[src/rtl/hbs_pkg.sv]
package hbs_pkg;

    // Conduction state of one bridge leg.
    typedef enum logic [1:0] {
        LEG_FLOAT = 2'd0,
        LEG_HIGH  = 2'd1,
        LEG_LOW   = 2'd2
    } leg_mode_e;

    // Number of legs in a full bridge.
    localparam int unsigned NUM_LEGS = 2;

endpackage

[src/rtl/hbs_enable_guard.sv]
module hbs_enable_guard #(
    parameter int unsigned HOLD_CYC = 5000,
    parameter int unsigned EN_QUAL  = 4
) (
    input  logic clk,
    input  logic rst,
    input  logic en_i,
    input  logic fault_i,
    output logic kill_o,
    output logic hold_o
);

    localparam int unsigned HW = (HOLD_CYC > 1) ? $clog2(HOLD_CYC) : 1;
    localparam int unsigned QW = (EN_QUAL > 1) ? $clog2(EN_QUAL) : 1;
    localparam logic [HW-1:0] HOLD_LAST = HW'(HOLD_CYC - 1);
    localparam logic [QW-1:0] QUAL_LAST = QW'(EN_QUAL - 1);

    typedef struct packed {
        logic          hold;
        logic [HW-1:0] hold_cnt;
        logic [QW-1:0] qual_cnt;
        logic          en_eff;
    } guard_t;

    guard_t st_d, st_q;
    logic   qualify;

    always_comb begin
        st_d    = st_q;
        qualify = en_i && !fault_i && !st_q.hold;

        // Fault hold: a fault (re)loads the counter, otherwise it runs down.
        if (fault_i) begin
            st_d.hold     = 1'b1;
            st_d.hold_cnt = HOLD_LAST;
        end else if (st_q.hold) begin
            if (st_q.hold_cnt == '0) begin
                st_d.hold = 1'b0;
            end else begin
                st_d.hold_cnt = st_q.hold_cnt - 1'b1;
            end
        end

        // Enable hysteresis: slow to assert, immediate to drop.
        if (qualify) begin
            if (st_q.qual_cnt != QUAL_LAST) begin
                st_d.qual_cnt = st_q.qual_cnt + 1'b1;
            end
        end else begin
            st_d.qual_cnt = '0;
        end
        st_d.en_eff = qualify && (st_q.en_eff || (st_q.qual_cnt == QUAL_LAST));
    end

    always_ff @(posedge clk) begin
        if (rst) begin
            st_q <= '0;
        end else begin
            st_q <= st_d;
        end
    end

    assign kill_o = !en_i || fault_i || !st_q.en_eff;
    assign hold_o = st_q.hold;

    AST_FAULT_SETS_HOLD: assert property (@(posedge clk) disable iff (rst)
        fault_i |=> hold_o);

    AST_HOLD_ENDS_QUIET: assert property (@(posedge clk) disable iff (rst)
        $fell(hold_o) |-> $past(!fault_i));

    AST_HOLD_NO_ENABLE: assert property (@(posedge clk) disable iff (rst)
        hold_o |-> !st_q.en_eff);

    AST_LOW_EN_DROPS: assert property (@(posedge clk) disable iff (rst)
        !en_i |=> !st_q.en_eff);

endmodule

[src/rtl/hbs_leg_seq.sv]
module hbs_leg_seq
    import hbs_pkg::*;
#(
    parameter int unsigned DEAD_CYC = 50
) (
    input  logic clk,
    input  logic rst,
    input  logic kill_i,
    input  logic lvl_i,
    output logic hi_o,
    output logic lo_o
);

    localparam int unsigned DW = $clog2(DEAD_CYC + 1);
    localparam logic [DW-1:0] DEAD_V = DW'(DEAD_CYC);

    typedef struct packed {
        leg_mode_e     mode;
        logic [DW-1:0] run;
    } leg_t;

    leg_t          st_d, st_q;
    logic [DW-1:0] run_inc;

    always_comb begin
        st_d    = st_q;
        run_inc = (st_q.run == DEAD_V) ? st_q.run : st_q.run + 1'b1;

        if (kill_i) begin
            st_d.mode = LEG_FLOAT;
            st_d.run  = '0;
        end else begin
            unique case (st_q.mode)
                LEG_HIGH: begin
                    if (!lvl_i) begin
                        st_d.mode = LEG_FLOAT;
                        st_d.run  = '0;
                    end
                end
                LEG_LOW: begin
                    if (lvl_i) begin
                        st_d.mode = LEG_FLOAT;
                        st_d.run  = '0;
                    end
                end
                default: begin
                    st_d.run = run_inc;
                    if (run_inc >= DEAD_V) begin
                        st_d.mode = lvl_i ? LEG_HIGH : LEG_LOW;
                        st_d.run  = '0;
                    end
                end
            endcase
        end
    end

    always_ff @(posedge clk) begin
        if (rst) begin
            st_q <= '{mode: LEG_FLOAT, run: '0};
        end else begin
            st_q <= st_d;
        end
    end

    assign hi_o = (st_q.mode == LEG_HIGH);
    assign lo_o = (st_q.mode == LEG_LOW);

    // Observer: consecutive both-off cycles seen on the outputs.
    logic [DW-1:0] gap_mon_q;
    always_ff @(posedge clk) begin
        if (rst || hi_o || lo_o) begin
            gap_mon_q <= '0;
        end else if (gap_mon_q != DEAD_V) begin
            gap_mon_q <= gap_mon_q + 1'b1;
        end
    end

    AST_NO_DIRECT_FLIP_HI: assert property (@(posedge clk) disable iff (rst)
        hi_o |=> !lo_o);

    AST_NO_DIRECT_FLIP_LO: assert property (@(posedge clk) disable iff (rst)
        lo_o |=> !hi_o);

    AST_DEAD_GAP: assert property (@(posedge clk) disable iff (rst)
        $rose(hi_o || lo_o) |-> (gap_mon_q >= DEAD_V));

    AST_KILL_OFF: assert property (@(posedge clk) disable iff (rst)
        kill_i |=> !(hi_o || lo_o));

endmodule

[src/rtl/hbridge_gate_seq.sv]
module hbridge_gate_seq
    import hbs_pkg::*;
#(
    parameter int unsigned DEAD_CYC = 50,
    parameter int unsigned HOLD_CYC = 5000,
    parameter int unsigned EN_QUAL  = 4
) (
    input  logic clk,
    input  logic rst,
    input  logic en_i,
    input  logic fault_i,
    input  logic lvl_a_i,
    input  logic lvl_b_i,
    output logic gate_hi_a_o,
    output logic gate_lo_a_o,
    output logic gate_hi_b_o,
    output logic gate_lo_b_o,
    output logic hold_o
);

    logic                kill;
    logic [NUM_LEGS-1:0] lvl_v;
    logic [NUM_LEGS-1:0] hi_v;
    logic [NUM_LEGS-1:0] lo_v;

    assign lvl_v = {lvl_b_i, lvl_a_i};

    hbs_enable_guard #(
        .HOLD_CYC (HOLD_CYC),
        .EN_QUAL  (EN_QUAL)
    ) u_guard (
        .clk     (clk),
        .rst     (rst),
        .en_i    (en_i),
        .fault_i (fault_i),
        .kill_o  (kill),
        .hold_o  (hold_o)
    );

    for (genvar g = 0; g < NUM_LEGS; g++) begin : g_leg
        hbs_leg_seq #(
            .DEAD_CYC (DEAD_CYC)
        ) u_leg (
            .clk    (clk),
            .rst    (rst),
            .kill_i (kill),
            .lvl_i  (lvl_v[g]),
            .hi_o   (hi_v[g]),
            .lo_o   (lo_v[g])
        );
    end

    assign gate_hi_a_o = hi_v[0];
    assign gate_lo_a_o = lo_v[0];
    assign gate_hi_b_o = hi_v[1];
    assign gate_lo_b_o = lo_v[1];

    AST_HOLD_GATES_OFF: assert property (@(posedge clk) disable iff (rst)
        hold_o |-> ((hi_v | lo_v) == '0));

    AST_FAULT_GATES_OFF: assert property (@(posedge clk) disable iff (rst)
        fault_i |=> ((hi_v | lo_v) == '0));

endmodule

[config.mk]
export PLATFORM = sky130hd
export DESIGN_NAME = hbridge_gate_seq
export DESIGN_NICKNAME = d
export VERILOG_FILES = /design/src/rtl/hbs_pkg.sv /design/src/rtl/hbs_enable_guard.sv /design/src/rtl/hbs_leg_seq.sv /design/src/rtl/hbridge_gate_seq.sv
export SDC_FILE = /design/constraint.sdc
export NUM_CORES = 1
export LEC_CHECK = 0
export BUFFER_PORTS_ARGS = -buffer_cell sky130_fd_sc_hd__buf_2
export CAP_MARGIN = 5
export CORE_MARGIN = 1
export CORE_UTILIZATION = 57
export CTS_BUF_LIST = sky130_fd_sc_hd__clkbuf_2
export CTS_CLUSTER_SIZE = 24
export DETAILED_ROUTE_END_ITERATION = 7
export PLACE_DENSITY = 0.78
export SYNTH_ARGS = -nofsm -noshare
export SYNTH_HDL_FRONTEND = slang
export SYNTH_SLANG_ARGS = --single-unit
[constraint.sdc]
create_clock -name clk -period 2 [get_ports clk]
set_input_delay 0.4 -clock clk [delete_from_list [all_inputs] [get_ports clk]]
set_output_delay 0.4 -clock clk [all_outputs]
set_load 0.05 [all_outputs]
Word-level counts from Yosys, hierarchy flattened --
Cells that the tools add are included.
Word-level totals: register bits after elaboration 33, output and inout port bits 5
Operators by class: add/subtract/negate cells 4, magnitude comparators 2, eq/ne operators 13, muxes and demuxes 16, bitwise gates (word level) 2, reduce and logical (&&, ||, !) cells 23
Operators with widths (number):
- 2-to-1 mux 8 bit | 6
- case mux 8 bit (2 select lines) | 2
- 2-to-1 mux 14 bit | 2
- zero test 13 bit | 1
- 2-to-1 mux 13 bit | 1
- subtractor 13 x 1 -> 13 bit, second input constant | 1
- adder 6 x 1 -> 6 bit, second input constant | 2
- == test 6 bit, second input constant | 2
- >= comparator 6 bit, second input constant | 2
- 2-to-1 mux 6 bit | 2
- inequality test 2 bit, second input constant | 6
- AND reduction 2 bit | 4
- == test 2 bit, second input constant | 3
- AND reduction 3 bit | 2
- nonzero test 3 bit | 2
- OR reduction 2 bit | 3
- == test 2 x 1 -> 1 bit, second input constant | 2
- zero test 1 bit | 4
- 2-to-1 mux 2 bit | 2
- logical AND 1 bit | 3
- logical OR 1 bit | 3
- adder 2 x 1 -> 2 bit, second input constant | 1
- NOT 1 bit | 2
- nonzero test 2 bit | 1
- 2-to-1 mux 1 bit | 1

Longest topological paths before layout --
depth after elaboration 5, mapped depth 7, gate-level depth less buffers 7

Cells and area by module --
Synthesis repeated with hierarchy kept, for this count alone.
Second synthesis, totals: cells, all modules 258, area, all modules 2063.2 µm²
Modules (own cells, without submodules):
- hbs_leg_seq | times used 2, cells an instance 76, area each 566.8 µm², sequential area each 160.2 µm²
- hbs_enable_guard | times used 1, cells an instance 106, area each 929.6 µm², sequential area each 340.3 µm²

Least setup slack after synthesis --
OpenSTA, ideal clock, no wires.
path kind register -> register, start point register g_leg[0].u_leg.st_q[0] (netlist bit), end point register g_leg[0].u_leg.st_q[7] (netlist bit), library setup time 0.117 ns, arrival 1.863 ns, data required time 1.883 ns, path slack 0.020 ns, cell stages (with the launch flop) 6, period minus slack after synthesis 1.980 ns, path through dfxtp_1 -> ha_1 -> or4b_1 -> a32o_1 -> a31o_2 -> a22o_1
On the way: longest elaborated chain between the ends 5
Ends and longest elaborated chain:
- from (decl) | RTL line hbs_leg_seq.sv:22 | leg_t st_d, st_q;
- from (signal assigned) | RTL line hbs_leg_seq.sv:59 | st_q <= '{mode: LEG_FLOAT, run: '0};
- from (signal assigned) | RTL line hbs_leg_seq.sv:61 | st_q <= st_d;
- adder 6 x 1 -> 6 bit / == test 6 bit (equally long branches) | RTL line hbs_leg_seq.sv:27 | run_inc = (st_q.run == DEAD_V) ? st_q.run : st_q.run + 1'b1;
- 2-to-1 mux 6 bit * | RTL line hbs_leg_seq.sv:27
- >= comparator 6 bit * | RTL line hbs_leg_seq.sv:48 | if (run_inc >= DEAD_V) begin
- nonzero test 3 bit (no source line) *
- AND reduction 3 bit (no source line) *
Every way passes the cells marked *; elsewhere a longest branch is shown, timed or not. A chain may end at the register's enable or synchronous reset.

Worst setup path in the final report --
start point register u_guard.st_q[8] (netlist bit), end point register u_guard.st_q[12] (netlist bit)
On the way: longest elaborated chain between the ends 4
Ends and longest elaborated chain:
- from (decl) | RTL line hbs_enable_guard.sv:25 | guard_t st_d, st_q;
- from (signal assigned) | RTL line hbs_enable_guard.sv:59 | st_q <= st_d;
- subtractor 13 x 1 -> 13 bit | RTL line hbs_enable_guard.sv:40 | st_d.hold_cnt = st_q.hold_cnt - 1'b1;
- 2-to-1 mux 13 bit | RTL line hbs_enable_guard.sv:37 | if (st_q.hold_cnt == '0) begin
- 2-to-1 mux 14 bit | RTL line hbs_enable_guard.sv:36 | end else if (st_q.hold) begin
- 2-to-1 mux 14 bit | RTL line hbs_enable_guard.sv:33 | if (fault_i) begin
Several ways; a longest one is shown, not always the timed one. The select of a mux whose other input is x is not followed.

==> flow_summary_export.csv <==
group,metric,value,unit
worst_setup_path,worstSetupPathDepth,5,
die,die_area,0.00361,sq mm
timing,post-route-period-util,98.7,%
route,ant_nets,0,
timing,setup_tns,0,ns
die,initial_utilization,61.5,%
die,rows,20,
worst_setup_path,path_buf_inv,0,
clock_network,clkTransAtPathRegs,0.17,ns
logic_synthesis,synth_xor_area_share,4.55,%
min_path,worstHoldStart,"fault_i",
die,core,0.00313,sq mm
logic_synthesis,synth_nets,246,
worst_setup_path,startpoint_type,"register",
grt,grt_pass1_vias,1533,
worst_setup_path,cpMaxStageDelayCell,"or4_4",
worst_setup_path,cp_cell_sequence,"or4_4 > nor3_4 > or3b_1 > or3_1 > a31oi_1",
logic_synthesis,synth_adder_area_share,6.50,%
route,drcViolationCount,0,
worst_setup_path,reg2reg_slack,0.03,ns
logic_synthesis,avgSynthCellArea,8.37,sq um
timing,finClkSkew,0.00718,ns
final_layout,nFillCells,266,
logic_synthesis,async_flop_share,0,%
worst_setup_path,rr_worst_depth,5,
die,io_pins,11,
timing,max_freq,506,MHz
clock_network,holdBufCountCts,0,
timing,finalCriticalPeriod,1.97,ns
worst_setup_path,crit_path_max_incr_delay,0.56,ns
timing,rsz0062_at_grt,"yes",
clock_network,cts.sinks,33,
logic_synthesis,synth-seq-cells,33,
worst_setup_path,crit_path_start,"u_guard.st_q[8]",
place,place_area,0.00212,sq mm
run,maxCapViolCount,0,
route,viasPerCell,5.90,
timing,finalMaxSlewViolations,0,
grt,grt.total_usage,25.2,%
place,dpl.hpwl,2970,um
final_layout,design_area,0.00221,sq mm
min_path,hold_class,"in2reg",
logic_synthesis,muxShareOfSynthArea,3.77,%
logic_synthesis,syn_inst,230,
worst_setup_path,worstSetupEndpointType,"register",
place,numPortBuffers,10,
worst_setup_path,path_max_fanout,3,
logic_synthesis,synth-compound-area-share,16.1,%
route,num_vias,1782,
final_layout,syn2layout_area_growth,15.1,%
logic_synthesis,synth_cell_types,41,
logic_synthesis,synth_simple_gate_area_share,30.4,%
logic_synthesis,ys_warn_count,0,
logic_synthesis,synth_top_family_by_area,"simple AND/OR/NAND/NOR gates",
clock_network,cts_root_buf,"clkbuf_2",
timing,relSlewSlack,70.4,%
route,dr.pass1.iters,4,
timing,worstMarginPinSlew,0.438,ns
worst_setup_path,arrival,2.29,ns
clock_network,cts_max_path_buffers,2,
pwr,powerDensity,566,mW/mm^2
final_layout,antennaDiodeCount,0,
worst_setup_path,cp.required,2.32,ns
worst_setup_path,crit_family,"simple AND/OR/NAND/NOR gates",
final_layout,layout_common_cells,"dfxtp_1 (26), nand2_1 (22), nor2_1 (21)",
clock_network,cts_tree,"done",
final_layout,nets,274,
clock_network,htree_levels,2,
run_status,status,"complete, no violations",
clock_network,clock_latency,0.37,ns
logic_synthesis,syn_area,0.00192,sq mm
grt,grt_overflow,0,
route,drt_iter0_drc,120,
final_layout,drive_above_1_share,21.7,%
place,dp_slack,0.00343,ns
logic_synthesis,synth_edf_count,0,
final_layout,layout_commonest_cell,"dfxtp_1",
timing,worst_slack,0.0254,ns
pwr,p_leak,0.860,nW
pwr,ir_drop,0.567,mV
route,wl_per_cell,13.8,um
timing,hold_viol,0,
route,wl,4160,um
min_path,worstHoldPathCells,3,
logic_synthesis,synth_ff_type,"dfxtp_1",
worst_setup_path,rr_startpoint,"u_guard.st_q[8]",
die,chipHeight,60.1,um
logic_synthesis,yosysSeqAreaShare,34.3,%
clock_network,cts-buffers-inserted,5,
worst_setup_path,path_class,"reg2reg",
place,place.gp.congestion,0.852,
grt,grt_max_degree,13,
die,die_w,60.1,um
timing,setup_viol,0,
grt,grt_pass1_wl,6780,um
grt,antenna_found_initial,0,
final cells by class:
| type | count | area, sq um | share of cell area [%] |
|---|---|---|---|
| multi-input combinational | 178 | 1200 | 54.2 |
| sequential | 33 | 669 | 30.2 |
| timing repair buffer | 28 | 185 | 8.36 |
| tap | 44 | 55.1 | 2.49 |
| inverter | 12 | 45.0 | 2.03 |
| clock inverter | 2 | 35.0 | 1.58 |
| clock buffer | 5 | 25.0 | 1.13 |
final timing paths:
kind,end
worst min register to register,u_guard.st_q[0]
worst max-delay path,u_guard.st_q[12]
worst max register to register,u_guard.st_q[12]
worst min-delay path,u_guard.hold_o
repair_timing:
action,in CTS,in global routing
buffers inserted,0,1
resized for setup,0,11
setup endpoints to repair,0,11
worst register-to-register path, cell delays in order (launching register included):
cell	delay [ns]
dfxtp_2	0.37
or4_4	0.56
nor3_4	0.16
or3b_1	0.37
or3_1	0.31
a31oi_1	0.15
synthesized netlist by cell type (all sizes together) (3+ instances only):
cell    count  area (sq um)
a21boi      4          30.0
a21oi      16          80.1
a22o        4          35.0
a31o        4          35.0
a31oi       4          25.0
a32o        4          40.0
and3        3          18.8
buf         3          22.5
clkbuf      4          15.0
dfxtp      33           661
ha         10           125
inv        12          45.0
mux2i       5          50.1
nand2      22          82.6
nand3       8          40.0
nand4       8          50.1
nand4b      6          52.6
nor2       21          78.8
nor2b       4          25.0
nor3        9          50.1
nor4        6          37.5
o21ai       3          15.0
or3         5          31.3
or4b        3          30.0
xnor2       3          26.3
xor2        7          61.3
sequential cells by signal (all words and copies together), names as in the netlist:
register / count
u_guard.hold_o: 1
u_guard.st_q: 16
g_leg.u_leg.st_q: 16
power breakdown:
| group | total (W) | switching, W | leakage [nW] | internal (W) |
|---|---|---|---|---|
| Sequential | 0.000693 | 0.0000167 | 0.272 | 0.000677 |
| Combinational | 0.000128 | 0.0000690 | 0.549 | 0.0000593 |
| Clock | 0.000433 | 0.000229 | 0.0388 | 0.000203 |
| Total | 0.00125 | 0.000315 | 0.860 | 0.000939 |
per-stage QoR:
step           utilization, %  power (W)  hold WS, ns  std cells
2_1_floorplan               -   0.000789        0.435        230
3_3_place_gp             67.8   0.000826        0.450        294
3_5_place_dp             67.8   0.000828        0.457        294
4_1_cts                  69.7    0.00126        0.255        301
5_1_grt                  70.8    0.00131        0.241        302
6_report                 70.8    0.00125        0.275        302
metal layers:
metal / GRT usage (%) / wire length, um / up-vias
met5: 0 / 0 / -
met4: 10.6 / 49 / 0
met3: 6.71 / 181 / 6
met2: 38.6 / 1880 / 48
met1: 33.2 / 2040 / 825
li1: - / - / 903
kinds of logic (layout without fill, tap and decap cells):
group,Yosys count,after routing
flip-flops,33,33
AO/OA/AOI/OAI,45,45
XOR/XNOR,10,10
AND/OR/NAND/NOR,106,106
adder cells (fa/ha/maj),10,10
multiplexers,7,7
buffers and inverters,19,47
Power figures use the tool's default switching activity.
